### config.mk
export PLATFORM = sky130hd
export DESIGN_NAME = holdover_hist
export DESIGN_NICKNAME = d
export VERILOG_FILES = /design/src/rtl/holdover_hist.sv
export SDC_FILE = /design/constraint.sdc
export NUM_CORES = 1
export LEC_CHECK = 0
export BUFFER_PORTS_ARGS = -buffer_cell sky130_fd_sc_hd__buf_4
export CORE_ASPECT_RATIO = 2
export CORE_MARGIN = 2
export CORE_UTILIZATION = 62
export DETAILED_ROUTE_END_ITERATION = 16
export PLACE_DENSITY = 0.87
export SLEW_MARGIN = 20
export SYNTH_ARGS = -nofsm -noshare
export SYNTH_HDL_FRONTEND = slang
export SYNTH_SLANG_ARGS = --single-unit
### constraint.sdc
create_clock -name clk -period 5.8 [get_ports clk]
set_input_delay 0.58 -clock clk [delete_from_list [all_inputs] [get_ports clk]]
set_output_delay 0.58 -clock clk [all_outputs]
set_load 0.02 [all_outputs]
### src/rtl/holdover_hist.sv
module holdover_hist #(
  parameter int FW    = 24,
  parameter int SHIFT = 4,
  parameter int FILL  = 16,
  parameter int TW    = 20
) (
  input  logic          clk,
  input  logic          rst_n,
  input  logic          hold_req,
  input  logic          smp_valid,
  input  logic [FW-1:0] smp_word,
  input  logic          sec_tick,
  input  logic [1:0]    cmd_op,
  output logic [FW-1:0] freq_out,
  output logic [FW-1:0] hist_word,
  output logic          hist_ok,
  output logic [FW-1:0] bkup_word,
  output logic          bkup_ok,
  output logic [TW-1:0] hold_secs
);
  localparam int CW = $clog2(FILL + 1);
  localparam logic [CW-1:0] FULL = CW'(FILL);
  localparam logic [TW-1:0] TMAX = {TW{1'b1}};
  localparam logic [1:0] OP_SAVE = 2'b01, OP_RECALL = 2'b10, OP_WIPE = 2'b11;

  logic [FW-1:0] hist_q, bkup_q, last_q;
  logic [CW-1:0] fill_q;
  logic          bkup_ok_q, hold_q;
  logic [TW-1:0] secs_q;

  wire has_cmd = cmd_op != 2'b00;
  wire accept  = smp_valid && !hold_req && !has_cmd;
  wire entry   = hold_req && !hold_q;

  logic signed [FW:0] diff, step;
  logic [FW-1:0]      ema;
  assign diff = $signed({1'b0, smp_word}) - $signed({1'b0, hist_q});
  assign step = diff >>> SHIFT;
  assign ema  = hist_q + step[FW-1:0];

  always_ff @(posedge clk or negedge rst_n) begin
    if (!rst_n) begin
      hist_q    <= '0;
      fill_q    <= '0;
      bkup_q    <= '0;
      bkup_ok_q <= 1'b0;
      last_q    <= '0;
    end else begin
      case (cmd_op)
        OP_SAVE: begin
          bkup_q    <= hist_q;
          bkup_ok_q <= fill_q == FULL;
        end
        OP_RECALL: begin
          hist_q <= bkup_q;
          fill_q <= bkup_ok_q ? FULL : '0;
        end
        OP_WIPE: begin
          hist_q <= '0;
          fill_q <= '0;
        end
        default: if (accept) begin
          hist_q <= (fill_q == '0) ? smp_word : ema;
          if (fill_q != FULL) fill_q <= fill_q + 1'b1;
          last_q <= smp_word;
        end
      endcase
    end
  end

  always_ff @(posedge clk or negedge rst_n) begin
    if (!rst_n) begin
      hold_q <= 1'b0;
      secs_q <= '0;
    end else begin
      hold_q <= hold_req;
      if (entry)                                   secs_q <= '0;
      else if (hold_req && sec_tick && secs_q != TMAX) secs_q <= secs_q + 1'b1;
    end
  end

  assign hist_word = hist_q;
  assign hist_ok   = fill_q == FULL;
  assign bkup_word = bkup_q;
  assign bkup_ok   = bkup_ok_q;
  assign hold_secs = secs_q;
  assign freq_out  = (hold_req && hist_ok) ? hist_q : last_q;


  secs_clear_chk: assert property (@(posedge clk) disable iff (!rst_n)
    $rose(hold_req) |=> hold_secs == '0);

  secs_sat_chk: assert property (@(posedge clk) disable iff (!rst_n)
    hold_req && $past(hold_req) && hold_secs == TMAX |=> hold_secs == TMAX);

  hold_freeze_chk: assert property (@(posedge clk) disable iff (!rst_n)
    hold_req && cmd_op == 2'b00 |=> $stable(hist_word) && $stable(hist_ok));

  save_copy_chk: assert property (@(posedge clk) disable iff (!rst_n)
    cmd_op == OP_SAVE |=> bkup_word == $past(hist_word) && bkup_ok == $past(hist_ok));

  wipe_clear_chk: assert property (@(posedge clk) disable iff (!rst_n)
    cmd_op == OP_WIPE |=> !hist_ok && hist_word == '0);

  hold_out_chk: assert property (@(posedge clk) disable iff (!rst_n)
    hold_req && !hist_ok && $past(hold_req) && $past(!hist_ok) |-> $stable(freq_out));
endmodule

; After elaboration in Yosys (flattened, before gate mapping)
; Index checks and enable logic that the tools add are counted.
; Widths: inputs -> output; s select.
[classes]
n_addsub = 4
n_eq_ne = 6
muxes = 10
n_bitwise = 2
reduce_logical = 18
[op_table]
columns = op, n
row1 = $mux 24, 3
row2 = $pmux 24 s3, 1
row3 = $mux 20, 2
row4 = $sub 24x24->25, 1
row5 = $add 24x24->24, 1
row6 = $add 20x1->20 const B, 1
row7 = $ne 20x20->1 const B, 1
row8 = $mux 5, 3
row9 = $pmux 5 s3, 1
row10 = $logic_and 1x1->1, 6
row11 = $reduce_bool 3->1, 2
row12 = $add 5x1->5 const B, 1
row13 = $eq 5x5->1 const B, 1
row14 = $logic_not 5->1, 1
row15 = $ne 5x5->1 const B, 1
row16 = $eq 2x2->1 const B, 2
row17 = $reduce_and 2->1, 2
row18 = $reduce_bool 2->1, 2
row19 = $logic_not 1->1, 3
row20 = $reduce_and 3->1, 1
row21 = $reduce_or 3->1, 1
row22 = $eq 2x1->1 const B, 1
row23 = $not 1->1, 2
[totals]
reg_bits = 99
inputBits = 31
output_inout_bits = 94
word_cells = 47

; Logic depth before layout (Yosys ltp)
[depth]
ltp_word = 5
mapped_depth = 19
mapped_depth_nobuf = 17

; Worst setup path after synthesis
; Ideal clock, no wire load.
[synth_timing]
kind = in2reg
startpoint = input smp_word[6]
endpoint = register hist_q[23] (netlist: hist_word[23])
setup_time_ns = 0.121
arrival_ns = 3.778
t_required_ns = 5.679
setup_slack_ns = 1.901
cell_stages = 16
n_path_buf = 0
cell_sequence = ha_1 -> and3_1 -> nand3_1 -> nor3_4 -> o311ai_2 -> a21boi_1 -> mux2i_1 -> o2111ai_1 -> ha_1 -> a21oi_1 -> o211ai_1 -> a21boi_0 -> o211ai_1 -> o221ai_1 -> nand4_1 -> and4b_1
[synth_via]
elab_chain_cells = 5
[synth_lines]
columns = item, line
row1 = "start, declared", 11  ; input logic [FW-1:0] smp_word,
row2 = $sub 24x24->25, 37  ; assign diff = $signed({1'b0, smp_word}) - $signed({1'b0, hist_q});
row3 = $add 24x24->24, 39  ; assign ema = hist_q + step[FW-1:0];
row4 = $mux 24, 63  ; hist_q <= (fill_q == '0) ? smp_word : ema;
row5 = $mux 24, 62  ; default: if (accept) begin
row6 = $pmux 24 s3, 49  ; case (cmd_op)
row7 = "end signal, assigned", 55  ; hist_q <= bkup_q;
row8 = "end signal, assigned", 63
row9 = "end, declared", 26  ; logic [FW-1:0] hist_q, bkup_q, last_q;
; No other way between the ends. The select of a mux whose other input is x is not followed.
; A chain may end at the register's enable or synchronous reset.

; Worst setup path in the final report
[layout_timing]
startpoint = register hist_q[6] (netlist: hist_word[6])
endpoint = register hist_q[21] (netlist: hist_word[21])
[layout_via]
elab_chain_cells = 5
[layout_lines]
columns = item, line
row1 = $sub 24x24->25, 37
row2 = $add 24x24->24 (*), 39
row3 = $mux 24 (*), 63
row4 = $mux 24 (*), 62
row5 = $pmux 24 s3 (*), 49
; Mark *: on every way between the ends. The rest lies on a longest branch, timed or not. The select of a mux whose other input is x is not followed.

==> results.yml <==
drt:
  vias_per_cell: 6.24
  drc: 0
  first_pass_iters: 5
  ant_nets: 0
  num_vias: 7000
  wl_microns: 21800
  routedWlPerCell_microns: 19.5
  drt_iter0_markers: 446
floorplanning:
  dieArea_sq_mm: 0.0123
  num_rows: 55
  ios: 125
  coreArea_sq_mm: 0.0112
  die_h_microns: 155
  initial_utilization_pct: 62.9
  die_x_microns: 79.4
synthesis:
  ys_ff_latch: 99
  synth_area_sq_mm: 0.00705
  synth_edf_count: 0
  synthDistinctLibCells: 69
  yosysWarningCount: 0
  ys_seq_area_share_pct: 35.1
  async_reset_ff_share_pct: 100
  syn-num-nets: 948
  synthCells: 866
  synth.avg_cell_area_sq_um: 8.14
  ys.flop_type: "dfrtp_1"
critical_path:
  cp-startpoint: "hist_word[6]"
  reg2reg_slack_ps: 1290
  crit_fanout: 6
  reg2reg_depth: 16
  path_class: "reg -> reg"
  cp_data_required_time_ps: 6040
  reg2reg_from: "hist_word[6]"
  cp.arrival_ps: 4760
  startpoint_type: "flop"
  r2r-end: "hist_word[21]"
  end_kind: "flop"
  crit_end: "hist_word[21]"
timing:
  hold_viol_final: 0
  skew_ps: 10.6
  grt_setup_unrepaired: "no"
  maxSlewViolCount: 0
  setup_violations: 0
  period_needed_ps: 4510
  fmax_ghz: 0.222
  fin_setup_tns_ps: 0
  maxSlewHeadroom_pct: 40.3
  post-route-period-util_pct: 77.8
  worst_pin_slew_ps: 894
clocking:
  cts_sinks: 99
  htreeDepth: 3
  hold_buffers: 0
  postCtsSetupBuffers: 0
  cts_buffers: 9
  clkTransAtPathRegs_ps: 80
  cts_root_buf: "clkbuf_16"
  tritoncts: "built"
  insertion_delay_ps: 350
  cts_buffer_depth: 2
  postCtsResizedCells: 0
placed_design:
  placed_area_sq_mm: 0.00811
  place_congestion: 1.02
  place_inst: 1105
  numPortBuffers: 124
  hpwl_microns: 16500
global_route:
  grt_pass1_wl_microns: 33700
  grt_antenna_before_repair: 0
  overflow: 0
  track_usage_pct: 35.4
  grt_pass1_vias: 6833
  grt_start_max_net_pins: 60
pwr:
  ir_drop_uv: 195
  combPwrFrac_pct: 42.3
  power.density_mw_per_mm2: 294
  p_leak_nw: 3.99
  seqPwrFrac_pct: 33.8
  p_int_w: 0.00147
  swShare_pct: 40.2
  switchingPower_w: 0.000991
  pwr-share-clk_pct: 23.9
final_layout:
  fin_cells: 1121
  mostFrequentLayoutCell: "nand2_1"
  area_growth_pct: 19.0
  fin_area_sq_mm: 0.00839
  layout.nets: 1056
  num_antenna_cells: 0
  mostFrequentLayoutCells: "189 x nand2_1, 135 x buf_4, 104 x o21ai_0"
  drive_gt1_share_pct: 17.5
outcome:
  outcome: "finished clean"
min_path:
  holdCritPathClass: "in -> async"
flow_run:
  maxCapViolCount: 0
-- cell usage after synthesis, types with 4 or more instances --
library cell	count	area [sq um]
o221ai_1	5	43.8
a31oi_1	7	43.8
nand2b_1	8	50.1
inv_1	38	143
nand3_1	16	80.1
a21oi_1	52	260
nand4_1	15	93.8
ha_1	50	626
a211o_1	4	35.0
nand2_1	189	709
clkbuf_1	32	120
o2111ai_1	4	35.0
o211ai_1	12	90.1
o21a_1	8	60.1
nor2_1	51	191
nor4_1	5	31.3
nor3_1	9	45.0
nor2b_1	5	31.3
o21ai_0	104	521
a21o_1	17	128
xnor2_1	25	219
and4_1	4	35.0
xor2_1	25	219
a211oi_1	11	82.6
dfrtp_1	99	2480
-- flip-flops by register name, summed over array words and instances, names as in the netlist --
| name | flops |
|---|---|
| bkup_word | 24 |
| hist_word | 24 |
| last_q | 24 |
| hold_secs | 20 |
| fill_q | 5 |
| bkup_ok | 1 |
| hold_q | 1 |
-- routing by layer --
metal / share of wire, % / global-route usage, % / up-vias
met5: 0 / 0 / -
met4: 5.4 / 21.2 / 0
met3: 5.0 / 4.43 / 78
met2: 56 / 67.2 / 273
met1: 34 / 35.4 / 3368
li1: - / - / 3281
-- layout make-up --
type,count,area [sq um]
multi-input combinational,691,4290
fill,898,2830
sequential,99,2480
timing repair buffer,135,1010
clock inverter,6,57.6
tap,142,178
inverter,38,143
clock buffer,10,229
-- worst min path at each step --
stage | end | slack (ps) | cells past startpoint
after detailed placement | last_q[3] | 460 | 2
final | fill_q[2] | 210 | 1
after floorplan | bkup_ok | 280 | 0
after CTS | fill_q[3] | 220 | 1
after global routing | fill_q[3] | 250 | 1
after global placement | last_q[0] | 450 | 2
-- metrics by stage --
stage	hold slack, ps	util (%)	worst slack, ps	total power [W]
floorplan	284	-	1900	0.00153
global placement	454	72.3	1170	0.00186
detailed placement	462	72.3	1180	0.00187
CTS	223	74.8	1310	0.00246
global route	246	74.8	984	0.00259
finish	207	74.8	1290	0.00246
-- power groups by stage --
| stage | Combinational [W] | Sequential, W | Clock, W |
|---|---|---|---|
| 2_1_floorplan | 0.000658 | 0.000872 | 0 |
| 3_3_place_gp | 0.00102 | 0.000840 | 0 |
| 6_report | 0.00104 | 0.000832 | 0.000589 |
| 4_1_cts | 0.00103 | 0.000829 | 0.000593 |
| 3_5_place_dp | 0.00103 | 0.000842 | 0 |
| 5_1_grt | 0.00113 | 0.000839 | 0.000618 |
-- logic make-up after synthesis --
logic type,synth area share [%]
DFF,35.1
xor gates and xnor gates,6.21
and+or+nand+nor,21.6
buffers and inverters,4.10
muxes,0.621
AOI/OAI and AO/OA,23.2
adders and majority gates,9.16
-- critical path, cell delays in order (launching register included) --
cell       delay (ps)
dfrtp_1           420
inv_1             100
ha_1              380
and3_1            230
nand3_1           130
nor3_4            300
o311ai_2          150
a21boi_1          310
mux2i_1           230
o2111ai_1         130
ha_1              430
nand4_1           190
or3_1             390
o21ai_0           420
a21o_1            230
nor4_1             70
a311oi_1          300
No activity file was read; power rests on OpenSTA's default activity.
